[config.mk]
export PLATFORM = sky130hd
export DESIGN_NAME = shm_level_mapper
export DESIGN_NICKNAME = d
export VERILOG_FILES = /design/src/rtl/shm_pkg.sv /design/src/rtl/shm_centre_offset.sv /design/src/rtl/shm_phase_sum.sv /design/src/rtl/shm_deadband_leg.sv /design/src/rtl/shm_level_mapper.sv
export SDC_FILE = /design/constraint.sdc
export NUM_CORES = 1
export LEC_CHECK = 0
export BUFFER_PORTS_ARGS = -buffer_cell sky130_fd_sc_hd__buf_2
export CAP_MARGIN = 15
export CORE_UTILIZATION = 25
export CTS_BUF_LIST = sky130_fd_sc_hd__clkbuf_4 sky130_fd_sc_hd__clkbuf_8
export DETAILED_ROUTE_END_ITERATION = 8
export GPL_TIMING_DRIVEN = 0
export PLACE_DENSITY_LB_ADDON = 0.2
export SYNTH_ARGS = -nofsm -noshare
export SYNTH_HDL_FRONTEND = slang
export SYNTH_SLANG_ARGS = --single-unit
export TNS_END_PERCENT = 50
[constraint.sdc]
create_clock -name clk -period 2.1 [get_ports clk]
set_input_delay 0.315 -clock clk [delete_from_list [all_inputs] [get_ports clk]]
set_output_delay 0.315 -clock clk [all_outputs]
set_load 0.1 [all_outputs]
[src/rtl/shm_pkg.sv]
package shm_pkg;
  // number of inverter phases
  localparam int unsigned NPH = 3;
  // width of one phase level (four levels)
  localparam int unsigned LVW = 2;
  // largest legal level value
  localparam int unsigned LVMAX = 3;
endpackage

[src/rtl/shm_centre_offset.sv]
module shm_centre_offset #(
  parameter int unsigned W  = 4,
  parameter int unsigned OW = W + 2
) (
  input  logic signed [W-1:0]  cm,
  input  logic signed [W-1:0]  cn,
  input  logic        [2:0]    sec,
  input  logic                 ovm,
  output logic signed [OW-1:0] oa,
  output logic signed [OW-1:0] ob,
  output logic signed [OW-1:0] oc
);
  logic signed [OW-1:0] em, en;

  always_comb begin
    em = OW'(cm);
    en = OW'(cn);
    oa = '0;
    ob = '0;
    oc = '0;
    if (!ovm) begin
      unique case (sec)
        3'd1, 3'd2: begin oa = em + en; ob = en;  oc = '0;       end
        3'd3, 3'd4: begin oa = '0;      ob = -em; oc = -em - en; end
        3'd5, 3'd6: begin oa = em;      ob = '0;  oc = -en;      end
        default:    begin oa = '0;      ob = '0;  oc = '0;       end
      endcase
    end
  end
endmodule

[src/rtl/shm_phase_sum.sv]
module shm_phase_sum
  import shm_pkg::*;
#(
  parameter int unsigned OW = 6
) (
  input  logic signed [OW-1:0] off,
  input  logic                 tl_bit,
  output logic        [LVW-1:0] lvl,
  output logic                 bad
);
  logic signed [OW:0] sum;

  always_comb begin
    sum = (OW+1)'(off) + $signed({{OW{1'b0}}, tl_bit});
    bad = (sum < 0) || (sum > $signed((OW+1)'(LVMAX)));
    lvl = sum[LVW-1:0];
  end
endmodule

[src/rtl/shm_deadband_leg.sv]
module shm_deadband_leg #(
  parameter int unsigned DTW  = 4,
  parameter bit          INIT = 1'b0
) (
  input  logic           clk,
  input  logic           rst_n,
  input  logic           cmd,
  input  logic [DTW-1:0] dead,
  output logic           hi,
  output logic           lo
);
  logic           cmd_q, cmd_d;
  logic [DTW-1:0] cnt_q, cnt_d;

  always_comb begin
    cmd_d = cmd_q;
    cnt_d = cnt_q;
    if (cmd != cmd_q) begin
      cmd_d = cmd;
      cnt_d = dead;
    end else if (cnt_q != '0) begin
      cnt_d = cnt_q - 1'b1;
    end
  end

  always_ff @(posedge clk or negedge rst_n) begin
    if (!rst_n) begin
      cmd_q <= INIT;
      cnt_q <= '0;
    end else begin
      cmd_q <= cmd_d;
      cnt_q <= cnt_d;
    end
  end

  assign hi = cmd_q  & (cnt_q == '0);
  assign lo = ~cmd_q & (cnt_q == '0);
endmodule

[src/rtl/shm_level_mapper.sv]
module shm_level_mapper
  import shm_pkg::*;
#(
  parameter int unsigned W   = 4,
  parameter int unsigned DTW = 4
) (
  input  logic                clk,
  input  logic                rst_n,
  input  logic                smp_en,
  input  logic signed [W-1:0] ctr_m,
  input  logic signed [W-1:0] ctr_n,
  input  logic [2:0]          sector,
  input  logic                ovm,
  input  logic signed [W-1:0] ref_m,
  input  logic signed [W-1:0] ref_n,
  input  logic                tl_valid,
  input  logic [2:0]          tl_state,
  input  logic [DTW-1:0]      dead_cyc,
  output logic signed [W:0]   map_m,
  output logic signed [W:0]   map_n,
  output logic [5:0]          lvl_o,
  output logic                err_o,
  output logic [2:0]          inv1_hi,
  output logic [2:0]          inv1_lo,
  output logic [2:0]          inv2_hi,
  output logic [2:0]          inv2_lo
);
  localparam int unsigned OW  = W + 2;
  localparam int unsigned LTW = NPH * LVW;

  logic signed [OW-1:0] off_c [NPH];
  logic signed [OW-1:0] off_q [NPH];
  logic signed [OW-1:0] off_d [NPH];
  logic signed [W:0]    map_m_q, map_m_d, map_n_q, map_n_d;
  logic [LTW-1:0]       lvl_q, lvl_d, lvl_sum;
  logic [NPH-1:0]       bad;
  logic                 err_q, err_d;

  shm_centre_offset #(.W(W), .OW(OW)) u_off (
    .cm(ctr_m), .cn(ctr_n), .sec(sector), .ovm(ovm),
    .oa(off_c[0]), .ob(off_c[1]), .oc(off_c[2])
  );

  for (genvar p = 0; p < NPH; p++) begin : g_ph
    shm_phase_sum #(.OW(OW)) u_sum (
      .off(off_q[p]), .tl_bit(tl_state[p]),
      .lvl(lvl_sum[p*LVW +: LVW]), .bad(bad[p])
    );
    shm_deadband_leg #(.DTW(DTW), .INIT(1'b0)) u_leg1 (
      .clk(clk), .rst_n(rst_n), .cmd(lvl_q[p*LVW+1]), .dead(dead_cyc),
      .hi(inv1_hi[p]), .lo(inv1_lo[p])
    );
    shm_deadband_leg #(.DTW(DTW), .INIT(1'b1)) u_leg2 (
      .clk(clk), .rst_n(rst_n), .cmd(~lvl_q[p*LVW]), .dead(dead_cyc),
      .hi(inv2_hi[p]), .lo(inv2_lo[p])
    );
  end

  // next-state logic
  always_comb begin
    off_d   = off_q;
    map_m_d = map_m_q;
    map_n_d = map_n_q;
    lvl_d   = lvl_q;
    err_d   = err_q;
    if (smp_en) begin
      off_d   = off_c;
      map_m_d = (W+1)'(ref_m) - (W+1)'(ctr_m);
      map_n_d = (W+1)'(ref_n) - (W+1)'(ctr_n);
    end
    if (tl_valid) begin
      err_d = |bad;
      if (!(|bad)) lvl_d = lvl_sum;
    end
  end

  always_ff @(posedge clk or negedge rst_n) begin
    if (!rst_n) begin
      for (int p = 0; p < NPH; p++) off_q[p] <= '0;
      map_m_q <= '0;
      map_n_q <= '0;
      lvl_q   <= '0;
      err_q   <= 1'b0;
    end else begin
      off_q   <= off_d;
      map_m_q <= map_m_d;
      map_n_q <= map_n_d;
      lvl_q   <= lvl_d;
      err_q   <= err_d;
    end
  end

  assign map_m = map_m_q;
  assign map_n = map_n_q;
  assign lvl_o = lvl_q;
  assign err_o = err_q;
endmodule

==> metrics <==
CP endpoint kind primary output; Hold Fails Final Rpt 0; drt via density 4.45; Final Cycle Share 0.985; Die ar. 0.0174 mm2; CP arrival 1750 ps; CTS tree done; Peak supply drop 0.784 mV; Slew HR 0.556; Yosys cell types 48; root buffer cell clkbuf_8; Area growth, synth to finish 26.8%; ant diodes 0; Vias 3,379; clock share of power 0.143; clock-pin slew on the worst setup and hold paths 70 ps; clk_skew 9.94 ps; largest net degree at the start of global routing 64; syn nets 526; RSZ-0062 raised after global routing true; Port Buf Inserts 55; final setup fails 0; Sink Count 64; DRT Pass-1 Iters 4; sw frac 0.475; max cap viols 0; row count 47; vias in the first global route 3,363; total CTS buffers 9; DRC Markers 0; total gr overflow 0; global-route wire length before repair 16.8 mm; Die Wd 132 um; DR iter-0 viols 130; ys flop type dfrtp_1; fin crit period 2070 ps; Detail Route Antenna Nets 0; slowest cell on the critical path dfrtp_1; CP peak stage delay 410 ps; Post-Place Worst Slack -348 ps; worst setup path startpoint g_ph[2].u_leg2.cnt_q[1]; Skew-Pair Late Insertion Delay 350 ps; Detail Placement HPWL 7.38 mm; final net count 607; share of cells above drive strength 1 0.272; run status completed; fillers 1,725; Syn Inst Count 454; Mapped Avg Cell Area 9.30 um2; Mapped Area 0.00422 mm2; Yosys reg bits 64; Worst Min Path Start tl_valid; ys async rst share 1.00; P_int 3.56 mW; worst-path cell chain inv_2 > ha_4 > or3b_4 > nor2_1 > buf_4 > buf_12; most frequent cells in the layout dfrtp_1, buf_2, inv_1, a21oi_1, ha_1; routability cong. 0.810; P_sw 3.21 mW; H-Tree Depth 3; logic gate share of total power 0.549; Reg power frac 0.309; RR Startpoint off_q[6]; EDFF count, synth 0; Seq/Total Area, Yosys 0.380; Setup WS post-layout 32.3 ps; core area 0.0165 mm2; final WL 10.3 mm; Die H 132 um; CP Max Fanout 3; worst slew pin tran 667 ps; Max Fclk 484 MHz; Leak 2.47 nW; GRT Util Overall 0.123; Tightest Hold Check Type input pin to flop; TNS Setup 0 ps; boundary pin count 60; most common cell after layout, fill and taps aside dfrtp_1; initial antenna violation count 0; DR WL/cell 13.6 um; initial core utilization 0.256; Syn. warnings 0; WS Path Type flop to primary output; fin. max-slew vios 0; Data required, critical path 1780 ps; Clock Path Buffers 2; Power Density 1260 mW/mm2; CP startpoint kind flop
## registers in the layout, indices dropped and copies added (netlist names)
name and cells:
g_ph.u_leg2.cnt_q 12, g_ph.u_leg1.cnt_q 12, g_ph.u_leg2.cmd_q 3, g_ph.u_leg1.cmd_q 3
err_o 1, lvl_o 6, map_m 5, map_n 5
off_q 17
## power by group through the flow
stage | Combinational, mW | Clock, mW | Sequential (mW)
2_1_floorplan | 2.20 | 0 | 2.48
3_3_place_gp | 3.19 | 0 | 2.04
3_5_place_dp | 3.25 | 0 | 2.06
4_1_cts | 3.44 | 1.02 | 2.08
5_1_grt | 4.08 | 1.07 | 2.16
6_report | 3.72 | 0.965 | 2.09
## kinds of logic (layout without fill, tap and decap cells)
family / Yosys count / after routing / synth area share
simple gates: 117 / 117 / 0.143
buf+inv: 78 / 164 / 0.0835
fa+ha+maj: 41 / 41 / 0.129
compound gates: 104 / 104 / 0.151
xor+xnor: 32 / 32 / 0.0681
flops: 64 / 64 / 0.380
mux: 18 / 18 / 0.0459
## critical path: cells and delay by family (launching register included)
family,cells,cell delay (ps)
AND/OR/NAND/NOR,2,480
flip-flops,1,410
buffers and inverters,3,370
adder cells (fa/ha/maj),1,130
## layout make-up
type	instances	area, um2	area share
buffer	26	154	0.0287
multi-input combinational	312	2390	0.447
clock inverter	5	32.5	0.00607
timing repair buffer	71	561	0.105
inverter	51	191	0.0357
clock buffer	11	145	0.0271
tap	220	275	0.0514
sequential	64	1610	0.300
## final timing paths
| check | cells after the start | end | slack [ps] |
|---|---|---|---|
| worst max-delay path | 6 | inv2_lo[2] | 30 |
| max in group asynchronous | 3 | g_ph[0].u_leg2.cmd_q | 1260 |
| min in group asynchronous | 2 | g_ph[1].u_leg1.cnt_q[2] | 290 |
| worst max register to register | 6 | lvl_o[1] | 190 |
| worst min register to register | 1 | g_ph[0].u_leg2.cmd_q | 450 |
| worst min-delay path | 2 | err_o | 230 |
## per-stage QoR
step | hold WS (ps) | total power [mW] | std cells | util | cell area, um2
floorplan | 19.4 | 4.68 | 454 | - | 4220
global placement | 440 | 5.24 | 729 | 0.289 | 4770
detailed placement | 114 | 5.31 | 730 | 0.291 | 4800
CTS | 205 | 6.54 | 750 | 0.312 | 5150
global route | 225 | 7.32 | 760 | 0.324 | 5360
finish | 225 | 6.77 | 760 | 0.324 | 5360
## layer usage
metal  global-route usage  vias to the layer above  part of all wire
met5                    0                        -                 0
met4               0.0342                        0            0.0082
met3               0.0338                        7             0.049
met2                0.204                       75              0.48
met1                0.156                     1593              0.47
li1                     -                     1704                 -
## what timing repair did
item                                    CTS  global route
buffers inserted                          3            11
pin swaps                                 0             4
endpoints found under the hold margin    57             0
hold buffers                              1             0
cloned                                    0             0
endpoints found under the setup margin   11            15
resized for setup                        40            29
## Yosys cell counts (11+ instances only)
master / number / share of area
xnor2_1: 20 / 0.041
dfrtp_1: 61 / 0.36
nor2b_1: 11 / 0.016
ha_1: 37 / 0.11
a21oi_1: 40 / 0.047
buf_4: 15 / 0.027
nor3_1: 14 / 0.017
mux2_2: 11 / 0.029
nor2_1: 26 / 0.023
o22ai_1: 14 / 0.021
o21ai_0: 19 / 0.023
inv_1: 51 / 0.045
xor2_1: 11 / 0.023
nand2_1: 25 / 0.022
(Power assumes the default switching activity.)
